**src/rtl/pio_pkg.sv**
```systemverilog
// Package: shared register address encoding for the parallel port.
// Assumes a 2-bit register select on the write/read interface.
package pio_pkg;

    typedef enum logic [1:0] {
        REG_ASSIGN = 2'd0,
        REG_DIR    = 2'd1,
        REG_OD     = 2'd2,
        REG_DATA   = 2'd3
    } pio_reg_e;

endpackage

```
**src/rtl/pio_sync.sv**
```systemverilog
// Module: pio_sync
// Two-flop synchronizer for a vector of asynchronous pad inputs.
// Assumes each bit is independent; no multi-bit coherence is implied.
module pio_sync #(
    parameter int WIDTH = 16
) (
    input  logic             clk,
    input  logic             rst_n,
    input  logic [WIDTH-1:0] d,
    output logic [WIDTH-1:0] q
);

    logic [WIDTH-1:0] stage1;

    // Two register stages toward the clock domain.
    always_ff @(posedge clk) begin
        if (!rst_n) begin
            stage1 <= '0;
            q      <= '0;
        end else begin
            stage1 <= d;
            q      <= stage1;
        end
    end

    AST_SYNC_TWO_EDGES: assert property (@(posedge clk) disable iff (!rst_n)
        ($past(rst_n) && $past(rst_n, 2)) |-> (q == $past(d, 2)));

endmodule

```
**src/rtl/pio_regs.sv**
```systemverilog
// Module: pio_regs
// Control register file: assignment, direction, open-drain, data latch.
// Assumes single-cycle writes and a combinational read of the selected register.
// Open-drain bits outside OD_MASK are hardwired to 0.
module pio_regs
    import pio_pkg::*;
#(
    parameter int               WIDTH   = 16,
    parameter logic [WIDTH-1:0] OD_MASK = '1
) (
    input  logic             clk,
    input  logic             rst_n,
    input  logic             bus_wr,
    input  logic [1:0]       bus_addr,
    input  logic [WIDTH-1:0] bus_wdata,
    input  logic [WIDTH-1:0] pin_sync,
    output logic [WIDTH-1:0] bus_rdata,
    output logic [WIDTH-1:0] asg_q,
    output logic [WIDTH-1:0] dir_q,
    output logic [WIDTH-1:0] od_q,
    output logic [WIDTH-1:0] dat_q
);

    pio_reg_e sel;
    assign sel = pio_reg_e'(bus_addr);

    // Register updates on write strobe; all clear in reset.
    always_ff @(posedge clk) begin
        if (!rst_n) begin
            asg_q <= '0;
            dir_q <= '0;
            od_q  <= '0;
            dat_q <= '0;
        end else if (bus_wr) begin
            case (sel)
                REG_ASSIGN: asg_q <= bus_wdata;
                REG_DIR:    dir_q <= bus_wdata;
                REG_OD:     od_q  <= bus_wdata & OD_MASK;
                REG_DATA:   dat_q <= bus_wdata;
                default:    ;
            endcase
        end
    end

    // Read multiplexer; data reads mix latch and sampled pin by direction.
    always_comb begin
        case (sel)
            REG_ASSIGN: bus_rdata = asg_q;
            REG_DIR:    bus_rdata = dir_q;
            REG_OD:     bus_rdata = od_q;
            REG_DATA:   bus_rdata = (dat_q & dir_q) | (pin_sync & ~dir_q);
            default:    bus_rdata = '0;
        endcase
    end

    AST_OD_UNCAPABLE_ZERO: assert property (@(posedge clk) disable iff (!rst_n)
        (od_q & ~OD_MASK) == '0);

endmodule

```
**src/rtl/pio_pin_cell.sv**
```systemverilog
// Module: pio_pin_cell
// One pin: selects GPIO or peripheral routing, applies open-drain drive,
// and gates the peripheral input. ROLE picks a fixed receive, fixed
// transmit, or direction-selected function. Purely combinational.
module pio_pin_cell #(
    parameter int ROLE   = 0,   // 0: direction-selected, 1: fixed receive, 2: fixed transmit
    parameter bit OD_OK  = 1'b1
) (
    input  logic asg,
    input  logic dir,
    input  logic od,
    input  logic dat,
    input  logic pin_s,
    input  logic per_val,
    output logic drv_val,
    output logic drv_oe,
    output logic per_rx
);

    localparam int ROLE_ANY = 0;
    localparam int ROLE_RX  = 1;
    localparam int ROLE_TX  = 2;

    logic role_out;
    logic base_oe;
    logic raw_val;
    logic od_on;

    // Decide whether the assigned function of this pin is an output.
    generate
        if (ROLE == ROLE_RX) begin : g_rx
            assign role_out = 1'b0;
        end else if (ROLE == ROLE_TX) begin : g_tx
            assign role_out = 1'b1;
        end else begin : g_any
            assign role_out = dir;
        end
    endgenerate

    // Open-drain only where the pin supports it.
    generate
        if (OD_OK) begin : g_od
            assign od_on = od;
        end else begin : g_pp
            assign od_on = 1'b0;
        end
    endgenerate

    // Source select, drive enable and peripheral input gating.
    always_comb begin
        base_oe = asg ? role_out : dir;
        raw_val = asg ? (role_out & per_val) : dat;
        drv_val = od_on ? 1'b0 : raw_val;
        drv_oe  = base_oe & (od_on ? ~raw_val : 1'b1);
        per_rx  = (asg & ~role_out) ? pin_s : 1'b0;
    end

endmodule

```
**src/rtl/pio_port.sv**
```systemverilog
// Module: pio_port
// Top of the peripheral-shared parallel port: register file, input
// synchronizer and one routing cell per pin. RX_BIT and TX_BIT name the
// pins with fixed serial-channel roles; OD_MASK lists open-drain capable pins.
// Assumes pads and peripherals are modelled as plain vectors.
module pio_port
    import pio_pkg::*;
#(
    parameter int               WIDTH   = 16,
    parameter int               RX_BIT  = 0,
    parameter int               TX_BIT  = 1,
    parameter logic [WIDTH-1:0] OD_MASK = {WIDTH{1'b1}} & ~(WIDTH'(1) << RX_BIT)
) (
    input  logic             clk,
    input  logic             rst_n,
    input  logic             bus_wr,
    input  logic [1:0]       bus_addr,
    input  logic [WIDTH-1:0] bus_wdata,
    output logic [WIDTH-1:0] bus_rdata,
    input  logic [WIDTH-1:0] pin_in,
    output logic [WIDTH-1:0] pin_out,
    output logic [WIDTH-1:0] pin_oe,
    input  logic [WIDTH-1:0] per_out,
    output logic [WIDTH-1:0] per_in
);

    logic [WIDTH-1:0] pin_sync;
    logic [WIDTH-1:0] asg_q;
    logic [WIDTH-1:0] dir_q;
    logic [WIDTH-1:0] od_q;
    logic [WIDTH-1:0] dat_q;

    pio_sync #(.WIDTH(WIDTH)) u_sync (
        .clk   (clk),
        .rst_n (rst_n),
        .d     (pin_in),
        .q     (pin_sync)
    );

    pio_regs #(.WIDTH(WIDTH), .OD_MASK(OD_MASK)) u_regs (
        .clk       (clk),
        .rst_n     (rst_n),
        .bus_wr    (bus_wr),
        .bus_addr  (bus_addr),
        .bus_wdata (bus_wdata),
        .pin_sync  (pin_sync),
        .bus_rdata (bus_rdata),
        .asg_q     (asg_q),
        .dir_q     (dir_q),
        .od_q      (od_q),
        .dat_q     (dat_q)
    );

    // One routing cell per pin, role fixed by its position.
    generate
        for (genvar i = 0; i < WIDTH; i++) begin : g_pin
            localparam int CELL_ROLE = (i == RX_BIT) ? 1 : ((i == TX_BIT) ? 2 : 0);
            pio_pin_cell #(.ROLE(CELL_ROLE), .OD_OK(OD_MASK[i])) u_cell (
                .asg     (asg_q[i]),
                .dir     (dir_q[i]),
                .od      (od_q[i]),
                .dat     (dat_q[i]),
                .pin_s   (pin_sync[i]),
                .per_val (per_out[i]),
                .drv_val (pin_out[i]),
                .drv_oe  (pin_oe[i]),
                .per_rx  (per_in[i])
            );
        end
    endgenerate

    AST_RX_UNASSIGNED_LOW: assert property (@(posedge clk) disable iff (!rst_n)
        !asg_q[RX_BIT] |-> !per_in[RX_BIT]);
    AST_RX_NEVER_DRIVEN: assert property (@(posedge clk) disable iff (!rst_n)
        asg_q[RX_BIT] |-> !pin_oe[RX_BIT]);
    AST_TX_ISOLATED: assert property (@(posedge clk) disable iff (!rst_n)
        (!asg_q[TX_BIT] && pin_oe[TX_BIT]) |-> (pin_out[TX_BIT] == dat_q[TX_BIT]));
    AST_OD_ONLY_LOW: assert property (@(posedge clk) disable iff (!rst_n)
        ((od_q & pin_oe & pin_out) == '0));
    AST_GPIO_OUT_ENABLED: assert property (@(posedge clk) disable iff (!rst_n)
        (((~asg_q) & dir_q & ~od_q & ~pin_oe) == '0));

endmodule

```
**config.mk**
```make
export PLATFORM = sky130hd
export DESIGN_NAME = pio_port
export DESIGN_NICKNAME = d
export VERILOG_FILES = /design/src/rtl/pio_pkg.sv /design/src/rtl/pio_sync.sv /design/src/rtl/pio_regs.sv /design/src/rtl/pio_pin_cell.sv /design/src/rtl/pio_port.sv
export SDC_FILE = /design/constraint.sdc
export NUM_CORES = 1
export LEC_CHECK = 0
export ABC_CLOCK_PERIOD_IN_PS = 2560
export BUFFER_PORTS_ARGS = -buffer_cell sky130_fd_sc_hd__buf_2
export CAP_MARGIN = 10
export CORE_MARGIN = 4
export CORE_UTILIZATION = 58
export DETAILED_ROUTE_END_ITERATION = 6
export PLACE_DENSITY_LB_ADDON = 0.2
export SYNTH_ARGS = -nofsm -noshare
export SYNTH_HDL_FRONTEND = slang
export SYNTH_SLANG_ARGS = --single-unit
```
**constraint.sdc**
```tcl
create_clock -name clk -period 2.56 [get_ports clk]
set_clock_uncertainty 0.1 [all_clocks]
set_input_delay 0.384 -clock clk [delete_from_list [all_inputs] [get_ports clk]]
set_output_delay 0.384 -clock clk [all_outputs]
set_load 0.01 [all_outputs]
```
==> run metrics <==
Bufs on Longest Clock Path 2; I/O Pins 117; setup ws final 0.470 ns; Reg2Reg Depth 2; Die ar. 9770 um2; gr ovfl total 0; Rows 32; Startpoint Class flop; outcome completed; routed length per instance 14.8 um; vias in the first global route 3709; total leakage power 2.38 nW; FMAX 478 MHz; Via Count 4067; post-synth cell types 30; Root Driver clkbuf_8; Post-Route WL 11200 um; DP Wirelength 7820 um; number of diodes 0; CTS H-tree lvls 3; antenna-violating nets left 0; CP max FO 6; DR iter-0 viols 277; first-pass GRT wire length 17900 um; Post-DP Area 5050 um2; RR Endpoint u_regs.asg_q[11]$_SDFFE_PN0P_; Num CTS Buffers 9; multi-input logic area 2340 um2; gate count after technology mapping 592; # port buffers 114; Setup crit start u_regs.dir_q[4]$_SDFFE_PN0P_; max_cap viols 0; drt drc 0; Req. time, crit path 2.08 ns; drt first pass iters 5; Setup WS pre-CTS 0.476 ns; Net count, final 704; crit path time final 2.09 ns; initial core utilization 60.7%; Yosys reg bits 95; Die X 98.9 um; Hold Vio Cnt, Final 0; TritonCTS clock tree yes; final core occ 66.6%; initial antenna violation count 0; post-route cell area 5250 um2; Post-CTS Setup Repair Bufs 0; Post-Syn Nets 645; Worst setup endpoint bus_rdata[4]; Syn-to-layout area delta 9.75%; Hold/Removal Path Class primary input to flop; post-synthesis sequential area ratio 39.7%; IR drop worst, VDD 380 uV; worst skew pair latency 0.35 ns; Sink Count 95; R2R setup slack 1.68 ns; largest net degree at the start of global routing 62; FILL cells 686; # setup viols final 0; Non-Filler Instances 758; syn avg cell area 8.09 um2; Hold Buf Count CTS 0; Slew headroom 45.9%; core area 7890 um2; Post-Route Setup TNS 0 ns; Ys Warns 0; total track usage 22.5%; placed insts 742; share of cells above drive strength 1 23.0%; most frequent cells in the layout 176 x nand2_1, 114 x buf_2, 95 x dfxtp_1; most common cell after layout, fill and taps aside nand2_1; critical path class flop to primary output; final worst path period share 81.6%; Worst Max-Slew Pin Slew 0.811 ns; Die H 98.9 um; gpl congestion 0.825; r2r startpoint u_regs.asg_q[11]$_SDFFE_PN0P_; critical path endpoint category primary output; RSZ-0062 raised after global routing false; Max Transition Viols Final 0; Worst Path Arrival 1.61 ns; power per cell area 551 nW/um2; Post-Syn Area 4790 um2; clock-pin slew on the worst setup and hold paths 0.10 ns; CTS resizes 0; Via density 5.37; FF/Latch Area 1900 um2
[Yosys cell counts, drive strengths merged]
master  number  area share (%)
mux2         7             1.6
and2        34             4.4
nand2b      14             1.8
nor2        11            0.86
inv          2            0.16
o21ai        8            0.84
conb         1           0.078
a21boi      77              12
nor3b        1            0.39
clkbuf      11            0.86
a21oi       15             1.6
a22o         1            0.18
nand2      176              14
mux2i        9             1.9
nand3b      10             1.6
a222oi       7             1.5
or3b         1            0.18
dfxtp       95              40
a31oi        1            0.13
and3b        8             1.5
a21o         8             1.3
buf         67              10
nor2b        3            0.39
o22a         1            0.18
nand3       23             2.4
and3         1            0.13
[routing by layer]
layer  routed length, um  up-vias  share of wire (%)  GRT usage (%)
met1                5040     1877                 45           31.3
met3                 822       26                7.3           3.54
met5                   0        -                  0              0
met2                5120      138                 46           35.0
li1                    -     2026                  -              -
met4                 217        0                1.9           8.72
[metrics by stage]
step	hold slack, ns	total power [mW]
global placement	0.313	1.92
floorplan	0.312	1.82
global route	0.118	3.03
finish	0.127	2.89
CTS	0.118	2.91
detailed placement	0.317	1.93
[state kept, by name, summed over array words and instances (netlist names)]
signal,count
u_regs.dat_q,16
u_regs.dir_q,16
u_regs.asg_q,16
u_regs.od_q,15
u_sync.q,16
u_sync.stage1,16
[worst min-delay path by stage]
stage	cells after the start	endpoint	start
2_1_floorplan	1	u_sync.q[0]$_SDFF_PN0_	u_sync.stage1[0]$_SDFF_PN0_
3_3_place_gp	1	u_sync.q[5]$_SDFF_PN0_	u_sync.stage1[5]$_SDFF_PN0_
3_5_place_dp	1	u_sync.q[11]$_SDFF_PN0_	u_sync.stage1[11]$_SDFF_PN0_
4_1_cts	2	u_sync.stage1[4]$_SDFF_PN0_	pin_in[4]
5_1_grt	2	u_sync.stage1[14]$_SDFF_PN0_	pin_in[14]
6_report	2	u_sync.stage1[4]$_SDFF_PN0_	pin_in[4]
[critical path, cell delays in order, from the launching register on]
cell      delay, ns
dfxtp_1        0.43
mux2_2         0.37
a222oi_1       0.22
nand2_1        0.08
buf_2          0.14
[cell type report]
type / instances / area share, %
clock inverter: 6 / 1.29
timing repair buffer: 126 / 12.8
inverter: 2 / 0.143
clock buffer: 10 / 2.62
multi-input combinational: 417 / 44.5
sequential: 95 / 36.2
tap: 102 / 2.43
[power by group]
part,internal [mW],switching [mW]
clock network,0.482,0.517
registers,1.53,0.0452
logic,0.142,0.175
total,2.16,0.738
[kinds of logic after synthesis]
logic type,after synthesis,share of synthesized area [%]
simple gates,282,27.5
other cells,1,0.0783
mux,16,3.53
buf+inv,80,11.4
flops,95,39.7
compound gates,118,17.7
Note: power is estimated with default switching activity, not from simulation.
